--- config.mk ---
export PLATFORM = sky130hd
export DESIGN_NAME = fcmp_flag_unit
export DESIGN_NICKNAME = d
export VERILOG_FILES = /design/src/rtl/fcmp_pkg.sv /design/src/rtl/fcmp_classify.sv /design/src/rtl/fcmp_unpack.sv /design/src/rtl/fcmp_order.sv /design/src/rtl/fcmp_merge.sv /design/src/rtl/fcmp_flag_unit.sv
export SDC_FILE = /design/constraint.sdc
export NUM_CORES = 1
export LEC_CHECK = 0
export BUFFER_PORTS_ARGS = -buffer_cell sky130_fd_sc_hd__buf_2
export CAP_MARGIN = 20
export CORE_AREA = 2 2 94 96
export DETAILED_ROUTE_END_ITERATION = 7
export DIE_AREA = 0 0 96 98
export GPL_ROUTABILITY_DRIVEN = 0
export GPL_TIMING_DRIVEN = 0
export PLACE_DENSITY = 0.79
export SETUP_SLACK_MARGIN = 0.05
export SYNTH_ARGS = -nofsm -noshare
export SYNTH_HDL_FRONTEND = slang
export SYNTH_SLANG_ARGS = --single-unit
--- constraint.sdc ---
create_clock -name clk -period 0.9 [get_ports clk]
set_clock_uncertainty 0.05 [all_clocks]
set_input_delay 0.045 -clock clk [delete_from_list [all_inputs] [get_ports clk]]
set_output_delay 0.045 -clock clk [all_outputs]
set_load 0.01 [all_outputs]
--- src/rtl/fcmp_pkg.sv ---
package fcmp_pkg;

  localparam int SP_EXP_W = 8;
  localparam int SP_MAN_W = 23;
  localparam int DP_EXP_W = 11;
  localparam int DP_MAN_W = 52;
  localparam int MAG_W    = DP_EXP_W + DP_MAN_W;

  typedef logic [3:0] nzcv_t;

  localparam nzcv_t FL_UNORD = 4'b0011;
  localparam nzcv_t FL_EQ    = 4'b0110;
  localparam nzcv_t FL_LT    = 4'b1000;
  localparam nzcv_t FL_GT    = 4'b0010;

  typedef struct packed {
    logic             sign;
    logic             zero;
    logic             nan;
    logic             snan;
    logic [MAG_W-1:0] mag;
  } fcmp_class_t;

endpackage

--- src/rtl/fcmp_classify.sv ---
module fcmp_classify
  import fcmp_pkg::*;
#(
  parameter int EXP_W = 8,
  parameter int MAN_W = 23
) (
  input  logic [EXP_W+MAN_W:0] word,
  output fcmp_class_t          cls
);

  localparam int DW = EXP_W + MAN_W + 1;

  logic [EXP_W-1:0] exp_f;
  logic [MAN_W-1:0] man_f;
  logic             exp_ones;
  logic             man_nz;

  always_comb begin
    exp_f    = word[DW-2:MAN_W];
    man_f    = word[MAN_W-1:0];
    exp_ones = &exp_f;
    man_nz   = |man_f;

    cls            = '0;
    cls.sign       = word[DW-1];
    cls.zero       = (exp_f == '0) && !man_nz;
    cls.nan        = exp_ones && man_nz;
    cls.snan       = exp_ones && man_nz && !man_f[MAN_W-1];
    cls.mag[DW-2:0] = word[DW-2:0];
  end

endmodule

--- src/rtl/fcmp_unpack.sv ---
module fcmp_unpack
  import fcmp_pkg::*;
#(
  parameter int DW = 64
) (
  input  logic        dbl_sel,
  input  logic [DW-1:0] word,
  output fcmp_class_t cls
);

  localparam int SP_W = SP_EXP_W + SP_MAN_W + 1;

  fcmp_class_t cls_sp;
  fcmp_class_t cls_dp;

  fcmp_classify #(.EXP_W(SP_EXP_W), .MAN_W(SP_MAN_W)) u_sp (
    .word (word[SP_W-1:0]),
    .cls  (cls_sp)
  );

  generate
    if (DW >= DP_EXP_W + DP_MAN_W + 1) begin : g_dp
      fcmp_classify #(.EXP_W(DP_EXP_W), .MAN_W(DP_MAN_W)) u_dp (
        .word (word[DP_EXP_W+DP_MAN_W:0]),
        .cls  (cls_dp)
      );
    end else begin : g_no_dp
      assign cls_dp = cls_sp;
    end
  endgenerate

  assign cls = dbl_sel ? cls_dp : cls_sp;

endmodule

--- src/rtl/fcmp_order.sv ---
module fcmp_order
  import fcmp_pkg::*;
(
  input  fcmp_class_t cls_d,
  input  fcmp_class_t cls_m,
  input  logic        sig_cmp,
  output nzcv_t       nzcv,
  output logic        inv
);

  logic unord;
  logic same_bits;
  logic both_zero;
  logic mag_lt;

  always_comb begin
    unord     = cls_d.nan | cls_m.nan;
    same_bits = (cls_d.sign == cls_m.sign) && (cls_d.mag == cls_m.mag);
    both_zero = cls_d.zero & cls_m.zero;
    mag_lt    = cls_d.mag < cls_m.mag;
    inv       = cls_d.snan | cls_m.snan | (sig_cmp & unord);

    if (unord) begin
      nzcv = FL_UNORD;
    end else if (same_bits || both_zero) begin
      nzcv = FL_EQ;
    end else if (cls_d.sign != cls_m.sign) begin
      nzcv = cls_d.sign ? FL_LT : FL_GT;
    end else if (mag_lt ^ cls_d.sign) begin
      nzcv = FL_LT;
    end else begin
      nzcv = FL_GT;
    end
  end

endmodule

--- src/rtl/fcmp_merge.sv ---
module fcmp_merge
  import fcmp_pkg::*;
#(
  parameter int SW       = 32,
  parameter int FLAG_POS = 28
) (
  input  logic [SW-1:0] status_in,
  input  nzcv_t         nzcv,
  output logic [SW-1:0] status_out
);

  localparam int TOP = FLAG_POS + 4;

  logic [SW-1:0] cleared;

  always_comb begin
    cleared = status_in;
    if (|nzcv) begin
      cleared[TOP-1:FLAG_POS] = '0;
    end
    status_out = cleared;
    status_out[TOP-1:FLAG_POS] = cleared[TOP-1:FLAG_POS] | nzcv;
  end

endmodule

--- src/rtl/fcmp_flag_unit.sv ---
module fcmp_flag_unit
  import fcmp_pkg::*;
#(
  parameter int DATA_W   = 64,
  parameter int STAT_W   = 32,
  parameter int FLAG_POS = 28
) (
  input  logic              clk,
  input  logic              rst_n,
  input  logic              in_valid,
  input  logic              dbl_sel,
  input  logic              sig_cmp,
  input  logic              cmp_zero,
  input  logic [DATA_W-1:0] op_d,
  input  logic [DATA_W-1:0] op_m,
  input  logic [STAT_W-1:0] status_in,
  output logic              out_valid,
  output logic [3:0]        flags,
  output logic              invalid,
  output logic [STAT_W-1:0] status_out
);

  logic [DATA_W-1:0] m_eff;
  fcmp_class_t       cls_d;
  fcmp_class_t       cls_m;
  nzcv_t             nzcv_c;
  logic              inv_c;
  logic [STAT_W-1:0] stat_c;

  logic              vld_q, vld_d;
  nzcv_t             fl_q, fl_d;
  logic              inv_q, inv_d;
  logic [STAT_W-1:0] st_q, st_d;

  assign m_eff = cmp_zero ? '0 : op_m;

  fcmp_unpack #(.DW(DATA_W)) u_unp_d (
    .dbl_sel (dbl_sel),
    .word    (op_d),
    .cls     (cls_d)
  );

  fcmp_unpack #(.DW(DATA_W)) u_unp_m (
    .dbl_sel (dbl_sel),
    .word    (m_eff),
    .cls     (cls_m)
  );

  fcmp_order u_order (
    .cls_d   (cls_d),
    .cls_m   (cls_m),
    .sig_cmp (sig_cmp),
    .nzcv    (nzcv_c),
    .inv     (inv_c)
  );

  fcmp_merge #(.SW(STAT_W), .FLAG_POS(FLAG_POS)) u_merge (
    .status_in  (status_in),
    .nzcv       (nzcv_c),
    .status_out (stat_c)
  );

  always_comb begin
    vld_d = in_valid;
    fl_d  = fl_q;
    inv_d = inv_q;
    st_d  = st_q;
    if (in_valid) begin
      fl_d  = nzcv_c;
      inv_d = inv_c;
      st_d  = stat_c;
    end
  end

  always_ff @(posedge clk or negedge rst_n) begin
    if (!rst_n) begin
      vld_q <= 1'b0;
      fl_q  <= '0;
      inv_q <= 1'b0;
      st_q  <= '0;
    end else begin
      vld_q <= vld_d;
      fl_q  <= fl_d;
      inv_q <= inv_d;
      st_q  <= st_d;
    end
  end

  assign out_valid  = vld_q;
  assign flags      = fl_q;
  assign invalid    = inv_q;
  assign status_out = st_q;

  AST_UNORD_FLAGS: assert property (@(posedge clk) disable iff (!rst_n)
    out_valid && flags[0] |-> flags == FL_UNORD);
  AST_INV_ONLY_UNORD: assert property (@(posedge clk) disable iff (!rst_n)
    out_valid && invalid |-> flags == FL_UNORD);
  AST_SIG_NAN_INV: assert property (@(posedge clk) disable iff (!rst_n)
    in_valid && sig_cmp && (cls_d.nan || cls_m.nan) |=> invalid);
  AST_ZERO_EQUAL: assert property (@(posedge clk) disable iff (!rst_n)
    in_valid && cls_d.zero && cls_m.zero |=> flags == FL_EQ);
  AST_STATUS_KEEP: assert property (@(posedge clk) disable iff (!rst_n)
    out_valid |-> status_out[FLAG_POS-1:0] == $past(status_in[FLAG_POS-1:0]));
  AST_FLAG_FIELD: assert property (@(posedge clk) disable iff (!rst_n)
    out_valid |-> status_out[FLAG_POS+3:FLAG_POS] == flags);
  AST_VALID_LATENCY: assert property (@(posedge clk) disable iff (!rst_n)
    out_valid |-> $past(in_valid));
  AST_HOLD_IDLE: assert property (@(posedge clk) disable iff (!rst_n)
    !in_valid |=> $stable(flags) && $stable(status_out) && !out_valid);

endmodule

==> results of run 1 <==
-- area by class of cell --
cell class / count / area [um^2] / area share
well taps: 108 / 135 / 0.0217
multi-input cells: 387 / 3250 / 0.522
clock inverters: 2 / 12.5 / 0.00201
repair buffers: 242 / 1570 / 0.252
inverters: 8 / 30.0 / 0.00483
flip-flops and latches: 38 / 951 / 0.153
plain buffers: 16 / 194 / 0.0312
clock buffers: 6 / 82.6 / 0.0133
-- stage by stage --
stage	hold WS, ps	setup slack, ps	cells	cell area [um^2]	TNS, ps
3_3_place_gp	114	-2420	755	5160	-19950
3_5_place_dp	137	-2450	755	5160	-20300
2_1_floorplan	-301	-1830	449	4040	-12610
4_1_cts	-166	-1810	804	5890	-12460
5_1_grt	-120	-1840	807	6220	-14280
6_report	-191	-1750	807	6220	-12360
-- cells by family after synthesis --
group,Yosys count,synth area share
compound gates,71,0.118
xor+xnor,1,0.00225
fa+ha+maj,63,0.203
buf+inv,24,0.0232
flops,38,0.244
mux,30,0.0862
simple gates,222,0.323
-- cells in the mapped netlist (all sizes together), types with 2 or more instances --
| master | count |
|---|---|
| a211oi | 4 |
| a21o | 7 |
| a21oi | 25 |
| a221o | 3 |
| a31oi | 2 |
| and2 | 35 |
| and3 | 2 |
| and4 | 2 |
| clkbuf | 15 |
| dfrtp | 38 |
| ha | 63 |
| inv | 8 |
| mux2 | 28 |
| mux2i | 2 |
| nand2 | 51 |
| nand2b | 34 |
| nand3 | 12 |
| nand4 | 19 |
| nor2 | 14 |
| nor2b | 3 |
| nor3 | 10 |
| nor4 | 29 |
| nor4b | 3 |
| o211ai | 2 |
| o21ai | 12 |
| o21bai | 2 |
| o32ai | 4 |
| or3 | 2 |
| or4 | 2 |
-- layer usage --
layer | routed length, um | track usage
met1 | 5400 | 0.317
met5 | 0 | 0
met3 | 1090 | 0.0494
met4 | 407 | 0.0890
met2 | 7660 | 0.542
-- worst register-to-register path, stage by stage (launching register included) --
cell	delay [ps]
dfrtp_1	410
buf_4	150
nor2_1	110
a31oi_2	50
-- timing repair --
action                                 4_1_cts  5_1_grt
cloned                                       1        0
pin swaps                                    6       22
endpoints found under the hold margin       67       38
gates resized for setup                     44       74
setup endpoints to repair                   47       58
setup buffers                               11        4
-- power groups by stage --
stage | registers [uW] | clock network [uW] | logic (uW)
after global placement | 1970 | 0 | 1920
final | 1990 | 1220 | 2570
after global routing | 2010 | 1320 | 2810
after CTS | 1960 | 1230 | 2290
after detailed placement | 1990 | 0 | 2000
after floorplan | 2070 | 0 | 989
-- worst paths after layout --
check,start,to,slack [ps],depth (start not counted)
setup reg to reg,flags[1],flags[1],10,3
max in group asynchronous,rst_n,status_out[27],460,1
hold reg to reg,status_out[25],status_out[25],460,1
hold / removal,rst_n,status_out[18],-190,1
setup / recovery,cmp_zero,flags[1],-1750,13
min in group clk,sig_cmp,invalid,50,3
-- registers in the layout (all words and copies together) (netlist names) --
| register | flops |
|---|---|
| invalid | 1 |
| status_out | 32 |
| flags | 4 |
| out_valid | 1 |
-- cells in the final DEF (no fill, tap or decap), types with 3 or more instances in the layout --
cell type       Yosys  layout
a211oi_1            4       4
a21o_1              7       7
a21oi_1            25      24
a221o_1             3       3
and2_1             34      31
and2_4              0       3
buf_2               0     174
buf_4               0      15
buf_6               0      25
buf_8               0       7
clkbuf_1           15       3
clkbuf_8            0       7
dfrtp_1            38      38
dlygate4sd3_1       0      22
dlymetal6s4s_1      0       7
ha_1               63      54
ha_4                0       9
inv_1               8       8
mux2_2             28      25
mux2_4              0       3
nand2_1            51      44
nand2_2             0       3
nand2_4             0       4
nand2b_1           34      34
nand3_1            12      12
nand4_1            17      17
nor2_1             14      12
nor3_1             10       8
nor4_1             28      18
nor4_2              1       6
nor4_4              0       5
o21ai_0            12       7
o21ai_1             0       5
==> impl_metrics.csv, run 1 <==
group,metric,value,unit
outcome,status,"finished with violations",
outcome,violations,"hold timing, setup timing",
timing,tightestPinTransition,843,ps
detailed_routing,routed_via_density,5.80,
synthesis,netlist_top_cells_area,"dfrtp_1, ha_1, mux2_2",
critical_path,critPathTopFamily,"simple AND/OR/NAND/NOR gates",
critical_path,cpMaxStageDelayCell,"or4b_4",
timing,drv_slew,0,
timing,grt_setup_unrepaired,"yes",
synthesis,synth_warnings,0,
pwr,pwr-share-clk,0.211,
detailed_routing,dr.pass1.iters,5,
pwr,comb_power_share,0.445,
synthesis,synth-edff-count,0,
synthesis,synthFlopType,"dfrtp_1",
synthesis,synth_nets,678,
floorplan,rows,34,
critical_path,critical_path_buf_inv_count,3,
timing,max_slew_margin,0.438,
pwr,pwr-share-seq,0.344,
pwr,peakVddDrop,603,uV
detailed_routing,drt_iter0_drc,212,
synthesis,ys_seq_area_frac,0.244,
grt,grt_usage,0.287,
pwr,p_switching,1950,uW
critical_path,cpPeakStageDelay,530,ps
worst_hold_path,hold_class,"in2async",
detailed_routing,ant_nets,0,
floorplan,core,8470,um^2
clocking,cts_buffer_depth,2,
grt,grt_overflow,0,
synthesis,synth_seq_cells,38,
grt,grt_pass1_wl,21500,um
finish,num-nets-final,927,
timing,finalHoldViolations,38,
synthesis,netlist_area,3890,um^2
critical_path,crit_arrival,2810,ps
pwr,power.internal,3830,uW
finish,n_fill_cell,613,
clocking,clock_sinks,38,
critical_path,cp-start-kind,"input port",
timing,whs,-191,ps
floorplan,die_area,9410,um^2
pwr,power_density,929,nW/um^2
place,dp_hpwl,10500,um
timing,worst_slack,-1750,ps
finish,final_util,0.735,
pwr,power,5780,uW
pwr,power_switching_share,0.337,
synthesis,synth.avg_cell_area,8.66,um^2
detailed_routing,wirelength,14600,um
synthesis,synthDistinctLibCells,50,
synthesis,synth-async-reset-ratio,1.00,
clocking,clk_pin_slew,80,ps
finish,area_growth_syn_to_layout,60.0,%
grt,grt_pass1_vias,4712,
clocking,cts_buffers,5,
critical_path,crit_path_max_fanout,5,
critical_path,worst_setup_path_end_kind,"register",
pwr,leakagePower,0.00293,uW
synthesis,syn_inst,449,
timing,period_share,2.95,
floorplan,io_pins,204,
synthesis,synth_largest_area_cell,"dfrtp_1",
detailed_routing,drc,0,
floorplan,dieWidth,96,um
timing,period_needed,2650,ps
finish,diodes,0,
place,portBuffers,198,
critical_path,critPathKind,"in2reg",
clocking,htree_levels,2,
clocking,ctsHoldBuffers,29,
clocking,root_buffer,"clkbuf_8",
detailed_routing,wl_per_cell,18.0,um
finish,final_layout_size_suffix_gt1_frac,0.446,
floorplan,die_h,98,um
detailed_routing,dr_total_vias,4678,
clocking,insertion_delay,280,ps
floorplan,initial_core_util,0.460,
clocking,cts_tree,"yes",
synthesis,synthDominantCellAreaShare,0.244,
grt,antenna_found_initial,0,
timing,max_freq,377,MHz
grt,grt_max_degree,39,
timing,final-setup-viol-count,37,
critical_path,path_cells,"clkbuf_16 -> nor2b_4 -> buf_6 -> clkbuf_16 -> nand2_4 -> ha_4 -> nand4_1 -> nor4_4 -> nand4_1 -> or4b_4 -> or3_4 -> and3_4 -> a31oi_2",
job,maxCapViolCount,0,
critical_path,cp.required,1060,ps
No activity file was read; power rests on OpenSTA's default activity.
==> inputs of run 2 (changes only) <==
Settings changed: CTS_BUF_LIST set to sky130_fd_sc_hd__clkbuf_16.
==> impl_metrics.csv, run 2 (synthesis results as in run 1) <==
group,metric,value,unit
finish,fin_cells,799,
timing,finalSetupTns,-12360,ps
timing,finalHoldViolations,39,
timing,drv_slew,0,
timing,max_slew_margin,0.461,
detailed_routing,dr_total_vias,4657,
timing,worst_slack,-1760,ps
timing,max_freq,376,MHz
pwr,power_density,999,nW/um^2
place,dp_hpwl,10500,um
detailed_routing,dr.pass1.iters,5,
finish,largest_reg_flops,32,
finish,diodes,0,
floorplan,initial_core_util,0.460,
pwr,peakVddDrop,847,uV
timing,period_share,2.96,
place,placed_area,5160,um^2
clocking,insertion_delay,270,ps
clocking,clock_sinks,38,
finish,final_util,0.737,
finish,num-nets-final,919,
timing,grt_setup_unrepaired,"yes",
clocking,cts_buffer_depth,2,
floorplan,core,8470,um^2
outcome,status,"finished with violations",
floorplan,dieWidth,96,um
clocking,root_buffer,"clkbuf_16",
grt,grt_max_degree,39,
detailed_routing,drc,0,
clocking,cts_buffers,5,
timing,tightestPinTransition,808,ps
job,maxCapViolCount,0,
critical_path,reg2reg_depth,3,
timing,whs,-193,ps
detailed_routing,routed_via_density,5.83,
detailed_routing,wirelength,14500,um
floorplan,rows,34,
critical_path,crit_arrival,2810,ps
critical_path,cp-start-kind,"input port",
finish,layout_commonest_cell,"buf_2",
critical_path,worst_setup_path_end_kind,"register",
pwr,leakagePower,0.00295,uW
detailed_routing,drt_iter0_drc,200,
grt,grt_pass1_wl,21500,um
finish,design_area,6240,um^2
finish,n_fill_cell,598,
detailed_routing,ant_nets,0,
finish,final_layout_size_suffix_gt1_frac,0.441,
grt,grt_overflow,0,
critical_path,crit_path_max_fanout,5,
clocking,htree_levels,2,
grt,grt_usage,0.285,
clocking,cts_tree,"yes",
grt,grt_pass1_vias,4720,
outcome,violations,"hold timing, setup timing",
critical_path,critPathKind,"in2reg",
place,portBuffers,198,
floorplan,die_h,98,um
timing,period_needed,2660,ps
finish,area_growth_syn_to_layout,60.4,%
detailed_routing,wl_per_cell,18.1,um
critical_path,cp.required,1050,ps
place,placedCellCount,755,
critical_path,regToRegSetupSlack,20,ps
worst_hold_path,hold_class,"in2async",
clocking,clk_pin_slew,60,ps
grt,antenna_found_initial,0,
floorplan,die_area,9410,um^2
floorplan,io_pins,204,
finish,final_cell_mix,"buf_2, ha_1, nand2_1",
timing,final-setup-viol-count,26,
run 2: cell count changes in the layout (fill, tap and decap cells not counted):
cell / before / now
mux2_2: 25 / 23
clkbuf_8: 7 / 1
buf_2: 174 / 169
buf_4: 15 / 14
o32ai_1: 2 / 1
clkinv_1: 0 / 1
buf_6: 25 / 24
o32ai_2: 2 / 3
dlymetal6s4s_1: 7 / 10
mux2_4: 3 / 5
clkbuf_16: 2 / 7
dlygate4sd3_1: 22 / 18
run 2: final cells by class:
class / count / area (um^2) / area share
inverter: 8 / 30.0 / 0.00481
tap: 108 / 135 / 0.0217
buffer: 16 / 194 / 0.0311
multi-input combinational: 387 / 3260 / 0.523
timing repair buffer: 234 / 1520 / 0.244
clock inverter: 3 / 16.3 / 0.00261
clock buffer: 5 / 125 / 0.0201
sequential: 38 / 951 / 0.152
run 2: metrics by stage:
stage | hold slack (ps) | total power, uW | setup WS [ps]
2_1_floorplan | -301 | 3060 | -1830
3_3_place_gp | 114 | 3900 | -2420
3_5_place_dp | 137 | 3990 | -2450
4_1_cts | -151 | 5940 | -1820
5_1_grt | -102 | 6570 | -1860
6_report | -193 | 6230 | -1760
run 2: worst paths after layout:
check / end / start
min: status_out[18] / rst_n
max: flags[1] / cmp_zero
min reg2reg: status_out[5] / status_out[5]
max reg2reg: flags[1] / flags[1]
min in group clk: status_out[16] / status_in[16]
max in group asynchronous: status_out[27] / rst_n
run 2: worst max-delay path, stage by stage:
cell	delay, ps
clkbuf_16	130
nor2b_4	110
buf_6	140
clkbuf_16	150
nand2_4	50
ha_4	260
nand4_1	180
nor4_4	310
nand4_1	180
or4b_4	530
or3_4	360
and3_4	200
a31oi_2	170
run 2: timing repair:
item	CTS	global route
endpoints found under the hold margin	67	40
cloned	1	0
setup buffers	11	3
gates resized for setup	44	78
pin swaps	6	22
endpoints found under the setup margin	47	68
hold buffers	27	1
run 2: where the power goes:
| part | switching [uW] | internal (uW) |
|---|---|---|
| clock network | 665 | 1010 |
| logic | 1220 | 1340 |
| registers | 122 | 1880 |
run 2: layer usage:
metal / vias up / track usage / share of wire / routed length (um)
met5: - / 0 / 0 / 0
met4: 0 / 0.0945 / 0.024 / 350
met3: 37 / 0.0556 / 0.073 / 1050
met2: 235 / 0.532 / 0.53 / 7720
met1: 2233 / 0.315 / 0.37 / 5370
li1: 2152 / - / - / -
==> inputs of run 3 (changes only) <==
Settings changed: SETUP_SLACK_MARGIN 0.05 to 0.4.
==> impl_metrics.csv, run 3 (synthesis results as in run 1) <==
group,metric,value,unit
critical_path,cpMaxStageDelayCell,"or4b_4",
grt,grt_pass1_vias,4532,
critical_path,path_cells,"clkbuf_16 -> nor2b_4 -> buf_6 -> clkbuf_16 -> nand2_4 -> ha_4 -> nand4_1 -> nor4_4 -> nand4_1 -> or4b_4 -> or3_4 -> and3_4 -> a31oi_2",
clocking,clk_pin_slew,60,ps
critical_path,cp-start-kind,"input port",
clocking,root_buffer,"clkbuf_16",
timing,max_freq,377,MHz
pwr,comb_power_share,0.406,
critical_path,critPathKind,"in2reg",
detailed_routing,dr_total_vias,4556,
outcome,violations,"hold timing, setup timing",
pwr,p_switching,1950,uW
job,maxCapViolCount,0,
detailed_routing,routed_via_density,5.85,
place,dp_hpwl,10500,um
critical_path,regToRegSetupSlack,0,ps
timing,period_share,2.95,
timing,period_needed,2660,ps
finish,layout_commonest_cell,"buf_2",
clocking,insertion_delay,270,ps
finish,fin_cells,779,
finish,final_layout_size_suffix_gt1_frac,0.468,
grt,antenna_found_initial,0,
finish,area_growth_syn_to_layout,55.5,%
finish,num-nets-final,899,
floorplan,die_h,98,um
finish,n_fill_cell,646,
pwr,pwr-share-seq,0.324,
critical_path,crit_arrival,2810,ps
detailed_routing,drc,0,
floorplan,die_area,9410,um^2
timing,grt_setup_unrepaired,"yes",
pwr,power_switching_share,0.318,
grt,grt_max_degree,39,
finish,design_area,6050,um^2
clocking,cts_tree,"yes",
grt,grt_overflow,0,
place,placedCellCount,755,
clocking,cts_buffers,5,
detailed_routing,wl_per_cell,17.4,um
timing,finalHoldViolations,67,
place,placed_area,5160,um^2
floorplan,initial_core_util,0.460,
critical_path,cpPeakStageDelay,530,ps
floorplan,core,8470,um^2
floorplan,io_pins,204,
detailed_routing,ant_nets,0,
outcome,status,"finished with violations",
clocking,clock_sinks,38,
pwr,peakVddDrop,900,uV
detailed_routing,wirelength,13600,um
timing,tightestPinTransition,456,ps
timing,final-setup-viol-count,20,
timing,max_slew_margin,0.692,
pwr,pwr-share-clk,0.270,
critical_path,worst_setup_path_end_kind,"register",
pwr,power_density,1020,nW/um^2
finish,largest_reg_flops,32,
critical_path,cp.required,1050,ps
grt,grt_pass1_wl,20800,um
clocking,htree_levels,2,
pwr,leakagePower,0.00286,uW
detailed_routing,dr.pass1.iters,4,
detailed_routing,drt_iter0_drc,164,
clocking,cts_buffer_depth,2,
worst_hold_path,hold_class,"in2async",
critical_path,crit_path_max_fanout,5,
finish,final_cell_mix,"buf_2, ha_1, nand2_1",
grt,grt_usage,0.275,
timing,whs,-330,ps
pwr,power.internal,4190,uW
timing,worst_slack,-1760,ps
place,portBuffers,198,
floorplan,rows,34,
finish,diodes,0,
timing,drv_slew,0,
floorplan,dieWidth,96,um
-- run 3: changes by cell type in the layout (fill, tap and decap cells not counted), sizes merged --
| cell | delta |
|---|---|
| dlygate4sd3 | -18 |
| buf | +8 |
| dlymetal6s4s | -10 |
-- run 3: timing repair --
item | 4_1_cts | 5_1_grt
resized for setup | 73 | 61
gates cloned | 1 | 0
pin swaps | 6 | 22
hold endpoints to repair | 67 | 67
buffers inserted | 11 | 4
setup endpoints to repair | 111 | 75
-- run 3: per-stage QoR --
| stage | total power [uW] | hold WS (ps) | setup WS [ps] | setup TNS, ps | utilization |
|---|---|---|---|---|---|
| 2_1_floorplan | 3060 | -301 | -1830 | -12610 | - |
| 3_3_place_gp | 3900 | 114 | -2420 | -19950 | 0.610 |
| 3_5_place_dp | 3990 | 137 | -2450 | -20300 | 0.610 |
| 4_1_cts | 5950 | -306 | -1820 | -12360 | 0.680 |
| 5_1_grt | 6490 | -281 | -1860 | -13870 | 0.714 |
| 6_report | 6140 | -330 | -1760 | -12330 | 0.714 |
-- run 3: final cells by class --
cell class | count | area (um^2) | share of cell area
Multi-Input combinational cell | 387 | 3340 | 0.552
Timing Repair Buffer | 214 | 1240 | 0.205
Sequential cell | 38 | 951 | 0.157
Buffer | 16 | 218 | 0.0360
Tap cell | 108 | 135 | 0.0223
Clock buffer | 5 | 125 | 0.0207
Inverter | 8 | 30.0 | 0.00496
Clock inverter | 3 | 16.3 | 0.00269
-- run 3: worst paths after layout --
path                                startpoint        endpoint  cells past startpoint
worst max-delay path                  cmp_zero        flags[1]                     13
worst min-delay path                     rst_n  status_out[28]                      1
worst max register to register        flags[1]        flags[1]                      3
worst min register to register  status_out[12]  status_out[12]                      1
max in group asynchronous                rst_n  status_out[11]                      1
min in group clk                      in_valid       out_valid                      1
-- run 3: critical path: cells and delay by family --
family,cells,cell delay (ps)
and+or+nand+nor,8,1900
buffers and inverters,3,420
adders and majority gates,1,260
AOI/OAI and AO/OA,1,170
-- run 3: power groups by stage --
stage / sequential, uW / combinational [uW] / clock, uW
2_1_floorplan: 2070 / 989 / 0
3_3_place_gp: 1970 / 1920 / 0
3_5_place_dp: 1990 / 2000 / 0
4_1_cts: 1970 / 2290 / 1690
5_1_grt: 2010 / 2730 / 1740
6_report: 1990 / 2500 / 1660
-- run 3: metal layers --
metal,track usage,share of wire
met5,0,0
met2,0.499,0.51
met4,0.0912,0.029
met1,0.315,0.37
met3,0.0532,0.086
